## config.mk

```make
export PLATFORM = sky130hd
export DESIGN_NAME = tx_buf_unpacker
export DESIGN_NICKNAME = d
export VERILOG_FILES = /design/src/rtl/tx_unpack_pkg.sv /design/src/rtl/tx_word_fetch.sv /design/src/rtl/tx_lane_sel.sv /design/src/rtl/tx_stat_pack.sv /design/src/rtl/tx_buf_unpacker.sv
export SDC_FILE = /design/constraint.sdc
export NUM_CORES = 1
export LEC_CHECK = 0
export BUFFER_PORTS_ARGS = -buffer_cell sky130_fd_sc_hd__buf_2
export CAP_MARGIN = 20
export CELL_PAD_IN_SITES_DETAIL_PLACEMENT = 1
export CELL_PAD_IN_SITES_GLOBAL_PLACEMENT = 1
export CORE_MARGIN = 2
export CORE_UTILIZATION = 45
export CTS_BUF_LIST = sky130_fd_sc_hd__clkbuf_16
export DETAILED_ROUTE_END_ITERATION = 12
export PLACE_DENSITY_LB_ADDON = 0.1
export REMOVE_ABC_BUFFERS = 1
export SLEW_MARGIN = 20
export SYNTH_ARGS = -nofsm -noshare
export SYNTH_HDL_FRONTEND = slang
export SYNTH_HIERARCHICAL = 1
export SYNTH_SLANG_ARGS = --single-unit
```

## constraint.sdc

```tcl
create_clock -name clk_i -period 5.7 [get_ports clk_i]
set_input_delay 0.57 -clock clk_i [delete_from_list [all_inputs] [get_ports clk_i]]
set_output_delay 0.57 -clock clk_i [all_outputs]
set_load 0.05 [all_outputs]
```

## src/rtl/tx_unpack_pkg.sv

```systemverilog
package tx_unpack_pkg;
  localparam int unsigned WORD_BYTES = 4;
  localparam int unsigned LANE_W     = $clog2(WORD_BYTES);
  localparam int unsigned WORD_W     = 8 * WORD_BYTES;

  typedef enum logic [1:0] {
    ST_IDLE,
    ST_STREAM,
    ST_STAT,
    ST_DONE
  } unp_state_e;
endpackage

```

## src/rtl/tx_word_fetch.sv

```systemverilog
module tx_word_fetch #(
  parameter int unsigned ADDR_W = 11,
  parameter int unsigned CNT_W  = 12,
  parameter int unsigned WORD_W = 32,
  parameter int unsigned DEPTH  = 2
) (
  input  logic              clk_i,
  input  logic              rst_ni,
  input  logic              load_i,
  input  logic [ADDR_W-1:0] base_i,
  input  logic [CNT_W-1:0]  nwords_i,
  input  logic              en_i,
  output logic              req_o,
  output logic [ADDR_W-1:0] addr_o,
  input  logic              gnt_i,
  input  logic [WORD_W-1:0] rdata_i,
  input  logic              pop_i,
  output logic              vld_o,
  output logic [WORD_W-1:0] word_o
);
  localparam int unsigned PTR_W = (DEPTH > 1) ? $clog2(DEPTH) : 1;
  localparam int unsigned OCC_W = PTR_W + 2;
  localparam logic [OCC_W-1:0] DEPTH_L = OCC_W'(DEPTH);

  logic [ADDR_W-1:0] addr_q;
  logic [CNT_W-1:0]  left_q;
  logic              pend_q;
  logic [PTR_W-1:0]  wp_q, rp_q;
  logic [PTR_W:0]    cnt_q;
  logic [WORD_W-1:0] buf_q [DEPTH];
  logic [OCC_W-1:0]  occ;
  logic              grant, push, pop;

  // in-flight read counts against queue space
  assign occ    = {1'b0, cnt_q} + {{(OCC_W-1){1'b0}}, pend_q};
  assign req_o  = en_i && (left_q != '0) && (occ < DEPTH_L);
  assign addr_o = addr_q;
  assign grant  = req_o && gnt_i;
  assign push   = pend_q;
  assign pop    = pop_i && (cnt_q != '0);
  assign vld_o  = (cnt_q != '0);
  assign word_o = buf_q[rp_q];

  always_ff @(posedge clk_i or negedge rst_ni) begin
    if (!rst_ni) begin
      addr_q <= '0;
      left_q <= '0;
      pend_q <= 1'b0;
      wp_q   <= '0;
      rp_q   <= '0;
      cnt_q  <= '0;
    end else if (load_i) begin
      addr_q <= base_i;
      left_q <= nwords_i;
      pend_q <= 1'b0;
      wp_q   <= '0;
      rp_q   <= '0;
      cnt_q  <= '0;
    end else begin
      pend_q <= grant;
      if (grant) begin
        addr_q <= addr_q + ADDR_W'(1);
        left_q <= left_q - CNT_W'(1);
      end
      if (push) wp_q <= wp_q + PTR_W'(1);
      if (pop)  rp_q <= rp_q + PTR_W'(1);
      case ({push, pop})
        2'b10:   cnt_q <= cnt_q + (PTR_W+1)'(1);
        2'b01:   cnt_q <= cnt_q - (PTR_W+1)'(1);
        default: cnt_q <= cnt_q;
      endcase
    end
  end

  always_ff @(posedge clk_i) begin
    if (push) buf_q[wp_q] <= rdata_i;
  end
endmodule

```

## src/rtl/tx_lane_sel.sv

```systemverilog
module tx_lane_sel #(
  parameter int unsigned LANES  = 4,
  parameter int unsigned LANE_W = 2
) (
  input  logic [8*LANES-1:0] word_i,
  input  logic [LANE_W-1:0]  lane_i,
  input  logic               be_i,
  output logic [7:0]         byte_o
);
  logic [7:0]        lanes [LANES];
  logic [LANE_W-1:0] sel;

  for (genvar l = 0; l < LANES; l++) begin : g_lane
    assign lanes[l] = word_i[8*l +: 8];
  end

  // big-endian: wire order starts at the top lane
  assign sel    = be_i ? (LANE_W'(LANES - 1) - lane_i) : lane_i;
  assign byte_o = lanes[sel];
endmodule

```

## src/rtl/tx_stat_pack.sv

```systemverilog
module tx_stat_pack #(
  parameter int unsigned LANES = 4
) (
  input  logic [8*LANES-1:0] word_i,
  input  logic               be_i,
  output logic [8*LANES-1:0] word_o
);
  for (genvar l = 0; l < LANES; l++) begin : g_swap
    assign word_o[8*l +: 8] = be_i ? word_i[8*(LANES-1-l) +: 8] : word_i[8*l +: 8];
  end
endmodule

```

## src/rtl/tx_buf_unpacker.sv

```systemverilog
module tx_buf_unpacker
  import tx_unpack_pkg::*;
#(
  parameter int unsigned PAGE_W     = 5,
  parameter int unsigned PAGE_LOG2  = 8,
  parameter int unsigned LEN_W      = 13,
  parameter int unsigned FIFO_DEPTH = 2
) (
  input  logic                          clk_i,
  input  logic                          rst_ni,
  input  logic                          cfg_be_i,
  input  logic                          start_i,
  input  logic [PAGE_W-1:0]             page_i,
  input  logic [LEN_W-1:0]              len_i,
  output logic                          out_valid_o,
  input  logic                          out_ready_i,
  output logic [7:0]                    out_data_o,
  input  logic                          stat_valid_i,
  input  logic [WORD_W-1:0]             stat_i,
  output logic                          done_o,
  output logic                          mem_req_o,
  output logic                          mem_we_o,
  output logic [PAGE_W+PAGE_LOG2-3:0]   mem_addr_o,
  output logic [WORD_W-1:0]             mem_wdata_o,
  input  logic                          mem_gnt_i,
  input  logic [WORD_W-1:0]             mem_rdata_i
);
  localparam int unsigned WIDX_W = PAGE_LOG2 - LANE_W;
  localparam int unsigned ADDR_W = PAGE_W + WIDX_W;
  localparam int unsigned NW_W   = LEN_W + 1 - LANE_W;

  unp_state_e          state_q;
  logic [PAGE_W-1:0]   page_q;
  logic                be_q;
  logic [LEN_W-1:0]    left_q;
  logic [LANE_W-1:0]   lane_q;

  logic                accept, hs, last_byte, pop;
  logic [LEN_W:0]      len_rnd;
  logic [NW_W-1:0]     nwords;
  logic [ADDR_W-1:0]   base_addr;
  logic                f_req, f_vld;
  logic [ADDR_W-1:0]   f_addr;
  logic [WORD_W-1:0]   f_word, stat_packed;

  assign accept    = (state_q == ST_IDLE) && start_i;
  assign len_rnd   = {1'b0, len_i} + (LEN_W+1)'(WORD_BYTES - 1);
  assign nwords    = len_rnd[LEN_W:LANE_W];
  assign base_addr = {page_i, WIDX_W'(1)};  // word 0 holds status

  tx_word_fetch #(
    .ADDR_W (ADDR_W),
    .CNT_W  (NW_W),
    .WORD_W (WORD_W),
    .DEPTH  (FIFO_DEPTH)
  ) u_fetch (
    .clk_i    (clk_i),
    .rst_ni   (rst_ni),
    .load_i   (accept),
    .base_i   (base_addr),
    .nwords_i (nwords),
    .en_i     (state_q == ST_STREAM),
    .req_o    (f_req),
    .addr_o   (f_addr),
    .gnt_i    (mem_gnt_i),
    .rdata_i  (mem_rdata_i),
    .pop_i    (pop),
    .vld_o    (f_vld),
    .word_o   (f_word)
  );

  tx_lane_sel #(
    .LANES  (WORD_BYTES),
    .LANE_W (LANE_W)
  ) u_lane (
    .word_i (f_word),
    .lane_i (lane_q),
    .be_i   (be_q),
    .byte_o (out_data_o)
  );

  tx_stat_pack #(
    .LANES (WORD_BYTES)
  ) u_pack (
    .word_i (stat_i),
    .be_i   (be_q),
    .word_o (stat_packed)
  );

  assign out_valid_o = (state_q == ST_STREAM) && f_vld;
  assign hs          = out_valid_o && out_ready_i;
  assign last_byte   = (left_q == LEN_W'(1));
  assign pop         = hs && ((lane_q == LANE_W'(WORD_BYTES - 1)) || last_byte);

  assign mem_req_o   = (state_q == ST_STAT) ? stat_valid_i : f_req;
  assign mem_we_o    = (state_q == ST_STAT);
  assign mem_addr_o  = (state_q == ST_STAT) ? {page_q, WIDX_W'(0)} : f_addr;
  assign mem_wdata_o = stat_packed;
  assign done_o      = (state_q == ST_DONE);

  always_ff @(posedge clk_i or negedge rst_ni) begin
    if (!rst_ni) begin
      state_q <= ST_IDLE;
      page_q  <= '0;
      be_q    <= 1'b0;
      left_q  <= '0;
      lane_q  <= '0;
    end else begin
      unique case (state_q)
        ST_IDLE: begin
          if (start_i) begin
            page_q  <= page_i;
            be_q    <= cfg_be_i;
            left_q  <= len_i;
            lane_q  <= '0;
            state_q <= (len_i == '0) ? ST_STAT : ST_STREAM;
          end
        end
        ST_STREAM: begin
          if (hs) begin
            left_q <= left_q - LEN_W'(1);
            lane_q <= lane_q + LANE_W'(1);
            if (last_byte) state_q <= ST_STAT;
          end
        end
        ST_STAT: begin
          if (stat_valid_i && mem_gnt_i) state_q <= ST_DONE;
        end
        ST_DONE: state_q <= ST_IDLE;
        default: state_q <= ST_IDLE;
      endcase
    end
  end
endmodule

```

== After elaboration in Yosys (flattened, before gate mapping) ==
Memories as Yosys holds them, arrays and structs flattened.
Cells that the tools add are included.
Operators by class
  $add $sub $neg: 11
  magnitude comparators: 2
  equality and inequality tests: 11
  mux-type cells: 35
  bitwise operators: 1
  reduce and logical (&&, ||, !) cells: 22
Operators by type and width (number)
  8-bit two-way mux: 6
  11-bit two-way mux: 3
  13-bit two-way mux: 2
  13-bit one-hot mux with 2 select lines: 1
  12-bit two-way mux: 2
  2-bit two-way mux: 9
  8-bit binary-select mux with 2-bit select: 1
  13-bit by 2-bit adder with 14-bit output, second input constant: 1
  13-bit by 1-bit == test with 1-bit output, second input constant: 1
  13-bit logical NOT: 1
  13-bit by 1-bit subtractor with 13-bit output, second input constant: 1
  12-bit nonzero test: 1
  12-bit by 1-bit subtractor with 12-bit output, second input constant: 1
  11-bit by 1-bit adder with 11-bit output, second input constant: 1
  2-bit nonzero test: 5
  1-bit logical AND: 9
  2-bit == test, second input constant: 4
  1-bit two-way mux: 8
  2-bit one-hot mux with 2 select lines: 2
  2-bit one-hot mux with 4 select lines: 1
  2-bit inequality test, second input constant: 3
  2-bit by 1-bit adder with 2-bit output, second input constant: 2
  2-bit by 1-bit == test with 1-bit output, second input constant: 2
  4-bit AND reduction: 1
  other kinds (13): 14
Storage, ports and cells
  bits in registers: 51
  RAM bits: 64
  output and inout port bits: 55
  word-level logic and storage cells: 94
  memories: 1
Memories
  u_fetch.buf_q: words 2, bits a word 32, rd ports 1, clocked after memory_dff 0, wr ports 1, RTL line tx_word_fetch.sv:30  | logic [WORD_W-1:0] buf_q [DEPTH];

== Logic depth before layout (Yosys ltp) ==
Gate-level depths: netlist of run 1.
  depth after elaboration: 8
  mapped depth: 9

== Hierarchy ==
The synthesis of run 1 kept the hierarchy.
Modules (own cells, without submodules)
  tx_word_fetch: instances 1, cells an instance 296, area each 4108.9 um^2, seq. area each 2622.5 um^2
  tx_buf_unpacker: instances 1, cells an instance 196, area each 1699.1 um^2, seq. area each 575.6 um^2
  tx_stat_pack: instances 1, cells an instance 36, area each 544.3 um^2, seq. area each 0.0 um^2
  tx_lane_sel: instances 1, cells an instance 10, area each 242.7 um^2, seq. area each 0.0 um^2

== Worst setup path after synthesis of run 1 ==
OpenSTA, ideal clock, no wires.
  path kind: register -> output
  from: reg u_fetch.rp_q
  to: out out_data_o[4]
  data arrival time: 1976 ps
  required time: 5130 ps
  slack: 3154 ps
  cell stages (with the launch flop): 5
  path buffers: 2
  path through: dfrtp_1 -> clkbuf_1 -> clkbuf_1 -> mux2_2 -> mux4_1
On the way
  cells in the longest elaborated chain, start to end: 4
RTL lines
  start, declared: RTL line tx_word_fetch.sv:28  | logic [PTR_W-1:0] wp_q, rp_q;
  start signal, assigned: RTL line tx_word_fetch.sv:66  | if (pop) rp_q <= rp_q + PTR_W'(1);
  memory read 2 x 32 bit
  net f_word[28]: RTL line tx_buf_unpacker.sv:44  | logic [WORD_W-1:0] f_word, stat_packed;
  8-bit binary-select mux with 2-bit select: RTL line tx_lane_sel.sv:19  | assign byte_o = lanes[sel];
  8-bit two-way mux (implied by the code) (2 in a row): RTL line tx_lane_sel.sv:19
  end, declared: RTL line tx_buf_unpacker.sv:17  | output logic [7:0] out_data_o,
The timed path passes the listed nets, and every way through them passes these cells. The select of a mux whose other input is x is not followed.

== Final worst setup path of run 1 ==
  from: reg be_q
  to: out out_data_o[4]
On the way
  cells in the longest elaborated chain, start to end: 5
RTL lines
  start, declared: RTL line tx_buf_unpacker.sv:34  | logic be_q;
  start signal, assigned: RTL line tx_buf_unpacker.sv:113  | be_q <= cfg_be_i;
  2-bit two-way mux: RTL line tx_lane_sel.sv:18  | assign sel = be_i ? (LANE_W'(LANES - 1) - lane_i) : lane_i;
  2-bit inverter with 3-bit output (implied by the code): RTL line tx_lane_sel.sv:19
  8-bit binary-select mux with 2-bit select: RTL line tx_lane_sel.sv:19
  8-bit two-way mux (implied by the code) (2 in a row): RTL line tx_lane_sel.sv:19
Every way passes these cells. The select of a mux whose other input is x is not followed.

==> out/qor.yml, run 1 <==
global_route:
  grt_pass1_vias: 5249
  grt_max_degree: 52
  grt_pass1_wl_um: 28000
  antenna_found_initial: 2
  grt-ovfl-total: 0
  grt.total_usage_pct: 22.5
logic_synthesis:
  synth_cell_types: 67
  netlist_area_um2: 6600
  synthTopCellsByCount: "edfxtp_1 (64), dfrtp_1 (51), mux2_2 (47)"
  synth.most_common_cell: "edfxtp_1"
  synth_edf_count: 64
  synth.area.top_cells: "edfxtp_1 (29%), dfrtp_1 (19%), mux2_2 (8.0%), mux2_4 (7.1%), mux4_1 (3.2%)"
  synth_top_area_cell: "edfxtp_1"
  synth-async-reset-ratio_pct: 44.3
  synth_seq_cells: 115
  ys_seq_area_share_pct: 48.5
  synth_top_area_share_pct: 29.1
  avgSynthCellArea_um2: 12.3
  synth_cells: 538
  synth_ff_type: "edfxtp_1"
  yosys_warnings: 6
drt:
  wl_met2_um: 8630
  dr.pass1.iters: 5
  topRoutingLayerUsed: "met4"
  wl_met3_um: 922
  routed_wirelength_um: 17300
  drc_errors: 0
  wl_met1_um: 7470
  post_drt_wl_per_cell_um: 19.8
  via_count: 5073
  drt_iter0_markers: 316
  ant_nets: 0
  via_per_inst: 5.78
final_layout:
  drive_gt1_share_pct: 38.5
  regArea_um2: 3200
  nNetsFinal: 779
  area_growth_pct: 21.9
  fillers: 1562
  layout.cells.non_filler: 878
  multi_input_comb_area_um2: 3180
  fin_area_um2: 8040
sta:
  rsz0062_at_grt: "false"
  setup_violations: 0
  finalHoldViolCount: 0
  layout_min_cycle_time_ps: 3480
  slew_viol_final: 0
  tns_ps: 0
  timing.fmax_mhz: 287
  fin_worst_skew_ps: 9.27
  finalCritPeriodShare_pct: 61.1
  worst_pin_slew_ps: 1080
  slew_headroom_pct: 28.0
power:
  switching_power_uw: 2100
  power_density_nw_per_um2: 596
  intPower_uw: 2690
  clockPowerShare_pct: 23.6
  power_uw: 4790
  pwr-share-seq_pct: 29.7
  combPwrFrac_pct: 46.6
  switching_share_pct: 43.8
  p_leak_uw: 0.00326
  ir_drop_mv: 0.230
worst_setup_path:
  worst_setup_path_end_kind: "output port"
  cp_max_fo: 35
  required_ps: 5130
  start_kind: "register"
  slowest_delay_ps: 1070
  crit_arrival_ps: 2910
  crit_slowest_cell: "dfrtp_2"
  path_class: "reg2out"
  cp_cell_sequence: "xor2_2, mux4_1, buf_2"
clock_network:
  htree_levels: 4
  cts_resized: 0
  numClockSinks: 115
  hold_buffers: 0
  cts.reportedPaths.clkPinSlew_ps: 50
  post_cts_buffers: 0
  cts_buffers: 17
  cts_root_buffer: "clkbuf_16"
  tritoncts: "built"
  clk_latency_ps: 410
  cts.path.max_buffers: 2
placement:
  place_area_um2: 7410
  port_buffers: 143
  dpl.cell_count: 845
  gp_congestion: 0.800
  hpwlAfterDp_um: 12100
floorplanning:
  core_um2: 14400
  fp.dieW_um: 125
  die_h_um: 125
  ios: 144
  std_cell_rows: 44
  initial_core_util_pct: 45.7
  die-area_um2: 15600
worst_hold_path:
  hp-class: "in2async"
job:
  drv_cap: 0
run_status:
  status: "finished, final reports clean"
[state kept, by name (all words and copies together), names as in the netlist, 2 cells and up]
name            flops
page_q              5
u_fetch/addr_o     11
u_fetch/left_q     12
u_fetch/buf_q      64
lane_q              2
u_fetch/cnt_q       2
left_q             13
state_q             2
[power by group through the flow]
stage / sequential (uW) / clock, uW / combinational, uW
6_report: 1420 / 1130 / 2230
4_1_cts: 1420 / 1150 / 2250
5_1_grt: 1470 / 1190 / 2380
2_1_floorplan: 1350 / 0 / 1770
3_5_place_dp: 1430 / 0 / 2240
3_3_place_gp: 1410 / 0 / 2170
[kinds of logic (layout without fill, tap and decap cells)]
family,after synthesis,count (layout),synth area share [%]
flip-flops,115,115,48.5
XOR/XNOR,16,16,2.35
AO/OA/AOI/OAI,94,94,9.87
buffers and inverters,42,193,3.66
adder cells (fa/ha/maj),10,10,1.90
multiplexers,89,89,18.7
AND/OR/NAND/NOR,170,170,14.9
other,2,7,0.114
[area by class of cell]
class                      instances  area share [%]
clock inverter                    15            2.51
multi-input combinational        385            39.5
timing repair buffer             148            9.37
inverter                          13           0.607
antenna                            1          0.0311
clock buffer                      17            5.29
tap                              184            2.86
sequential                       115            39.8
[metrics by stage]
| stage | setup slack, ps | utilization [%] | hold slack [ps] |
|---|---|---|---|
| 2_1_floorplan | 2510 | - | 274 |
| 3_3_place_gp | 2650 | 51.3 | 481 |
| 3_5_place_dp | 2460 | 51.4 | 495 |
| 4_1_cts | 2220 | 55.7 | 321 |
| 5_1_grt | 2130 | 55.7 | 331 |
| 6_report | 2220 | 55.7 | 287 |
[layout by cell type, fill, tap and decap left out, types with 6 or more instances in the layout]
cell       count
o31a_1         6
dfrtp_1       50
nand4_1       11
a31oi_1       15
nor2_1        35
nor3_1        10
or3_1          6
ha_1          10
a21oi_1       14
o31ai_1        8
nor2b_1        9
buf_2        143
mux4_1         8
nor4_1         6
nand2b_1       6
edfxtp_1      64
mux2_2        47
conb_1         6
o21ai_0       10
mux2_4        31
nand2_1       27
and3_1         6
or4_1         12
xnor2_1       11
inv_1         17
clkbuf_16     17
nand3_1       16
o21ai_1        7
[worst max-delay path: cells and delay by family, from the launching register on]
kind	cells	cell delay (ps)
buffers and inverters	1	230
DFF	1	1070
xor gates and xnor gates	1	560
muxes	1	620
[worst paths after layout]
path | from | to | slack [ps] | depth (start not counted)
min in group clk_i | mem_rdata_i[2] | u_fetch/buf_q[1][2] | 340 | 1
hold / removal | rst_ni | page_q[3] | 290 | 2
setup / recovery | be_q | out_data_o[4] | 2220 | 3
hold reg to reg | page_q[0] | page_q[0] | 510 | 1
setup reg to reg | state_q[1] | u_fetch/addr_o[6] | 2470 | 7
max in group asynchronous | rst_ni | be_q | 4920 | 2
[layer usage]
layer / track usage (%) / vias to the layer above
met2: 38.6 / 151
li1: - / 2354
met3: 5.18 / 25
met4: 7.71 / 0
met5: 0 / -
met1: 28.0 / 2543
No activity file was read; power rests on OpenSTA's default activity.
==> run 2, diff against run 1 <==
- CORE_UTILIZATION: 45 -> 44
- clock period: 5.7 -> 3.25 ns (I/O delays scaled with it)
==> run 2 against run 1 <==
  * Highest routed layer is now met5
  * Register-to-register slack lost 1700 ps
  * Power up 74%
  * Critical path type unchanged
  * Largest cell class unchanged
  * Sequential share of layout area decreased by 0.11 points
  * Critical endpoint is now mem_req_o
==> out/qor.yml, run 2 (same netlist as run 1, synthesis figures left out) <==
worst_setup_path:
  path_class: "reg2out"
  ff2ff_path_depth: 6  # -1
  worst_setup_path_end_kind: "output port"
  crit_arrival_ps: 2450  # -460 ps
  required_ps: 2920  # -2210 ps
  cp_max_fo: 7  # -80%
  start_kind: "register"
  rrSetupSlack_ps: 820  # -1650 ps
  slowest_delay_ps: 400  # -670 ps
  cp_cell_sequence: "inv_1, ha_1, nor3b_2, nand3_1, and3_1, mux2_2, buf_2"
  crit_slowest_cell: "dfrtp_1"
drt:
  via_per_inst: 5.72  # -1.1%
  post_drt_wl_per_cell_um: 19.6  # -0.56%
  drc_errors: 0  # unchanged
  via_count: 5048  # -0.49%
  ant_nets: 0  # unchanged
  dr.pass1.iters: 4  # -1
  drt_iter0_markers: 236  # -25%
  routed_wirelength_um: 17300  # about the same
floorplanning:
  ios: 144  # unchanged
  initial_core_util_pct: 45.2  # -0.52 points
  die-area_um2: 16000  # +2.2%
  fp.dieW_um: 126  # +1.1%
  std_cell_rows: 44  # unchanged
  die_h_um: 126  # +1.1%
  core_um2: 14600  # +1.1%
placement:
  place_ws_ps: 903  # -1550 ps
  hpwlAfterDp_um: 12600  # +3.9%
  place_area_um2: 7440  # +0.46%
  gp_congestion: 0.819  # +2.4%
  port_buffers: 143  # unchanged
clock_network:
  post_cts_buffers: 0  # unchanged
  cts.reportedPaths.clkPinSlew_ps: 60  # about the same
  cts.path.max_buffers: 2  # unchanged
  tritoncts: "built"
  numClockSinks: 115  # unchanged
  cts_root_buffer: "clkbuf_16"
  clk_latency_ps: 420  # about the same
  cts_buffers: 17  # unchanged
  htree_levels: 4  # unchanged
sta:
  hold-worst-slack_ps: 92.7  # -194 ps
  slew_viol_final: 0  # unchanged
  rsz0062_at_grt: "false"
  slew_headroom_pct: 33.3  # +5.3 points
  fin_worst_skew_ps: 8.88  # -0.395 ps
  tns_ps: 0  # unchanged
  setup_violations: 0  # unchanged
  timing.fmax_mhz: 360
  finalHoldViolCount: 0  # unchanged
  worst_pin_slew_ps: 1000  # -79.3 ps
  finalCritPeriodShare_pct: 85.4
  layout_min_cycle_time_ps: 2780
  fin_ws_ps: 474  # -1740 ps
job:
  drv_cap: 0  # unchanged
power:
  clockPowerShare_pct: 23.0  # -0.6 points
  pwr-share-seq_pct: 28.8  # -0.9 points
  power_uw: 8330  # +74%
  switching_power_uw: 3730  # +78%
  combPwrFrac_pct: 48.2  # +1.6 points
  switching_share_pct: 44.7  # +0.92 points
  intPower_uw: 4600  # +71%
  power_density_nw_per_um2: 1030  # +73%
  p_leak_uw: 0.00326  # about the same
  ir_drop_mv: 0.385  # +68%
final_layout:
  num_antenna_cells: 0  # -1
  fillers: 1573  # +0.70%
  largest_register: "u_fetch/buf_q"
  layout_commonest_cell: "buf_2"
  area_growth_pct: 22.2
  fin_area_um2: 8060  # +0.28%
  largest_reg_flops: 64  # unchanged
  nNetsFinal: 785  # +0.77%
  final_cell_mix: "buf_2 (142), edfxtp_1 (64), dfrtp_1 (50)"
  drive_gt1_share_pct: 39.3  # +0.81 points
  reg.largest.list: "u_fetch/buf_q: 64 flops, left_q: 13 flops, u_fetch/left_q: 12 flops"
run_status:
  status: "finished, final reports clean"
global_route:
  antenna_found_initial: 2  # unchanged
  grt.total_usage_pct: 22.3  # -0.17 points
  grt_pass1_wl_um: 28000  # -0.20%
  grt_max_degree: 46  # -12%
  grt_pass1_vias: 5300  # +0.97%
  grt-ovfl-total: 0  # unchanged
worst_hold_path:
  hold_path_depth: 1
  hp-class: "in2reg"
run 2: cell types whose count changed in the layout (fill, tap and decap cells not counted):
cell	previous run	this run
clkinv_2	4	3
diode_2	1	0
dlygate4sd3_1	0	1
buf_4	5	11
o21ai_2	1	0
inv_6	0	4
clkinv_4	1	2
buf_2	143	142
clkinvlp_4	1	3
o21ai_1	7	8
bufinv_16	5	3
inv_1	17	13
run 2: path summary, 6_finish.rpt:
path | from | end
setup / recovery | u_fetch/left_q[0] | mem_req_o
hold / removal | mem_rdata_i[26] | u_fetch/buf_q[0][26]
setup reg to reg | u_fetch/left_q[0] | u_fetch/addr_o[4]
hold reg to reg | page_q[1] | page_q[1]
max in group asynchronous | rst_ni | u_fetch/left_q[10]
min in group asynchronous | rst_ni | u_fetch/left_q[3]
run 2: power by group through the flow:
stage / clock (uW) / sequential [uW] / combinational (uW)
floorplan: 0 / 2380 / 3100
global placement: 0 / 2370 / 3950
detailed placement: 0 / 2420 / 4040
CTS: 1950 / 2400 / 4060
global route: 2020 / 2470 / 4290
finish: 1910 / 2400 / 4020
run 2: routing by layer:
metal,vias up,GRT usage [%],share of wire [%]
met5,-,0,0.16
li1,2381,-,-
met3,14,6.24,5.9
met2,151,39.8,51
met4,4,4.46,0.76
met1,2498,27.1,42
run 2: what timing repair did:
item,4_1_cts,5_1_grt
hold buffers,0,1
hold endpoints to repair,0,44
gates resized for setup,0,0
run 2: worst max-delay path: cells and delay by family, from the launching register on:
kind | cells | cell delay, ps
and+or+nand+nor | 3 | 850
muxes | 1 | 250
adders and majority gates | 1 | 200
DFF | 1 | 400
buffers and inverters | 2 | 330
run 2: cell type report:
| class | count | area, um^2 | area share [%] |
|---|---|---|---|
| multi-input cells | 385 | 3170 | 39.4 |
| repair buffers | 154 | 803 | 9.97 |
| clock inverters | 15 | 180 | 2.24 |
| inverters | 13 | 48.8 | 0.605 |
| well taps | 184 | 230 | 2.86 |
| clock buffers | 17 | 425 | 5.28 |
| flip-flops and latches | 115 | 3200 | 39.7 |
run 2: metrics by stage:
stage / util [%] / cells
after global placement: 51.0 / 850
after CTS: 55.2 / 882
final: 55.2 / 883
after floorplan: - / 513
after global routing: 55.2 / 883
after detailed placement: 51.0 / 850
==> run 3, diff against run 2 <==
- CORE_MARGIN: 2 -> not set
- PLACE_DENSITY: not set -> 0.79
- PLACE_DENSITY_LB_ADDON: 0.1 -> not set
==> run 3 against run 2 <==
  * Flip-flop and latch count is the same
  * First-iteration DRC count grew 15%
  * Sequential share of layout area rose by 0.27 points
  * Largest cell class unchanged
==> out/qor.yml, run 3 (same netlist as run 1, synthesis figures left out) <==
floorplanning:
  std_cell_rows: 44  # unchanged
  fp.dieW_um: 124  # -1.6%
  die-area_um2: 15500  # -3.1%
  initial_core_util_pct: 45.2  # unchanged
  core_um2: 14600  # unchanged
  ios: 144  # unchanged
  die_h_um: 124  # -1.6%
final_layout:
  drive_gt1_share_pct: 39.4  # about the same
  fillers: 1563  # -0.64%
  largest_reg_flops: 64  # unchanged
  largest_register: "u_fetch/buf_q"
  fin_area_um2: 8010  # -0.67%
  nNetsFinal: 787  # +0.25%
  layout_commonest_cell: "buf_2"
  area_growth_pct: 21.4
  reg.largest.list: "u_fetch/buf_q: 64 flops, left_q: 13 flops, u_fetch/left_q: 12 flops"
  final_cell_mix: "buf_2 (143), edfxtp_1 (64), dfrtp_1 (50)"
worst_setup_path:
  start_kind: "register"
  crit_arrival_ps: 2500  # +50 ps
  worst_setup_path_end_kind: "output port"
  cp_max_fo: 34  # +27
  required_ps: 2920  # about the same
  path_class: "reg2out"
  startpoint: "be_q"
  reg2reg_from: "u_fetch/left_q[0]"
drt:
  via_per_inst: 5.80  # +1.4%
  routed_wirelength_um: 18000  # +4.0%
  ant_nets: 0  # unchanged
  drt_iter0_markers: 272  # +15%
  via_count: 5137  # +1.8%
  dr.pass1.iters: 4  # unchanged
  drc_errors: 0  # unchanged
  post_drt_wl_per_cell_um: 20.3  # +3.6%
power:
  switching_power_uw: 3810  # +2.2%
  clockPowerShare_pct: 20.4  # -2.6 points
  ir_drop_mv: 0.470  # +22%
  p_leak_uw: 0.00323  # -0.64%
  intPower_uw: 4390  # -4.7%
  combPwrFrac_pct: 50.1  # +1.9 points
  power_uw: 8200  # -1.6%
  power_density_nw_per_um2: 1020  # -0.91%
  pwr-share-seq_pct: 29.4  # +0.6 points
  switching_share_pct: 46.5  # +1.7 points
sta:
  worst_pin_slew_ps: 942  # -58.8 ps
  setup_violations: 0  # unchanged
  finalHoldViolCount: 0  # unchanged
  timing.fmax_mhz: 354  # -1.6%
  finalCritPeriodShare_pct: 86.8  # +1.4 points
  rsz0062_at_grt: "false"
  slew_headroom_pct: 37.2  # +3.9 points
  fin_worst_skew_ps: 7.91  # -0.966 ps
  layout_min_cycle_time_ps: 2820  # +46.1 ps
  tns_ps: 0  # unchanged
  fin_ws_ps: 428  # -46.1 ps
  slew_viol_final: 0  # unchanged
placement:
  hpwlAfterDp_um: 12100  # -3.4%
  gp_congestion: 0.848  # +3.5%
  port_buffers: 143  # unchanged
  place_ws_ps: 875  # -27.7 ps
  place_area_um2: 7460  # +0.20%
global_route:
  grt_pass1_wl_um: 29600  # +5.9%
  grt_pass1_vias: 5484  # +3.5%
  antenna_found_initial: 0  # -2
  grt-ovfl-total: 0  # unchanged
  grt_max_degree: 36  # -22%
  grt.total_usage_pct: 24.7  # +2.4 points
run_status:
  status: "finished, final reports clean"
clock_network:
  tritoncts: "built"
  clk_latency_ps: 420  # about the same
  cts_buffers: 17  # unchanged
  cts_resized: 0  # unchanged
  numClockSinks: 115  # unchanged
  htree_levels: 4  # unchanged
  cts_root_buffer: "clkbuf_16"
  post_cts_buffers: 0  # unchanged
  cts.reportedPaths.clkPinSlew_ps: 60  # about the same
  cts.path.max_buffers: 2  # unchanged
worst_hold_path:
  min_from: "mem_rdata_i[18]"
  hp-class: "in2reg"
job:
  drv_cap: 0  # unchanged
## run 3: cell count changes in the layout (fill, tap and decap cells not counted), sizes merged
cell,previous run,this run
bufinv,3,0
buf,153,155
clkinv,5,8
diode,0,1
## run 3: layout make-up
class | instances | area [um^2] | share of cell area [%]
Antenna cell | 1 | 2.50 | 0.0313
Clock buffer | 17 | 425 | 5.31
Clock inverter | 15 | 111 | 1.39
Inverter | 13 | 48.8 | 0.609
Multi-Input combinational cell | 385 | 3170 | 39.6
Sequential cell | 115 | 3200 | 40.0
Tap cell | 184 | 230 | 2.88
Timing Repair Buffer | 156 | 816 | 10.2
## run 3: metal layers
metal | vias to the layer above | wire [um] | GRT usage (%)
met4 | 0 | 229 | 8.79
met2 | 157 | 9170 | 42.7
met5 | - | 0 | 0
met1 | 2591 | 7690 | 30.0
li1 | 2372 | - | -
met3 | 17 | 936 | 5.76
## run 3: timing repair
item,CTS,global route
setup endpoints to repair,0,0
hold buffers,1,0
hold endpoints to repair,29,0
## run 3: worst max-delay path: stages (launching register included)
cell     delay, ps
dfrtp_2        390
buf_4          500
xor2_2         180
buf_4          210
mux4_1         560
buf_2          230
## run 3: power by group through the flow
stage	Combinational (uW)	Clock [uW]	Sequential [uW]
6_report	4110	1680	2410
4_1_cts	4130	1710	2410
3_5_place_dp	4060	0	2420
5_1_grt	4370	1760	2470
3_3_place_gp	3950	0	2370
2_1_floorplan	3100	0	2380
## run 3: per-stage QoR
step                      instances  utilization, %  hold slack (ps)
after floorplan                 513               -             29.4
after global placement          852            51.1              431
after detailed placement        852            51.1              434
after CTS                       885            54.9             70.4
after global routing            885            54.9             77.3
final                           886            54.9             93.1
## run 3: path summary, 6_finish.rpt
kind                                        end  slack, ps  cells after the start
min in group asynchronous                  be_q        530                      2
max                               out_data_o[4]        430                      5
min reg2reg                           page_q[4]        500                      1
max reg2reg                   u_fetch/addr_o[4]        840                      6
max in group asynchronous            left_q[12]       1890                      3
min                        u_fetch/buf_q[1][18]         90                      1
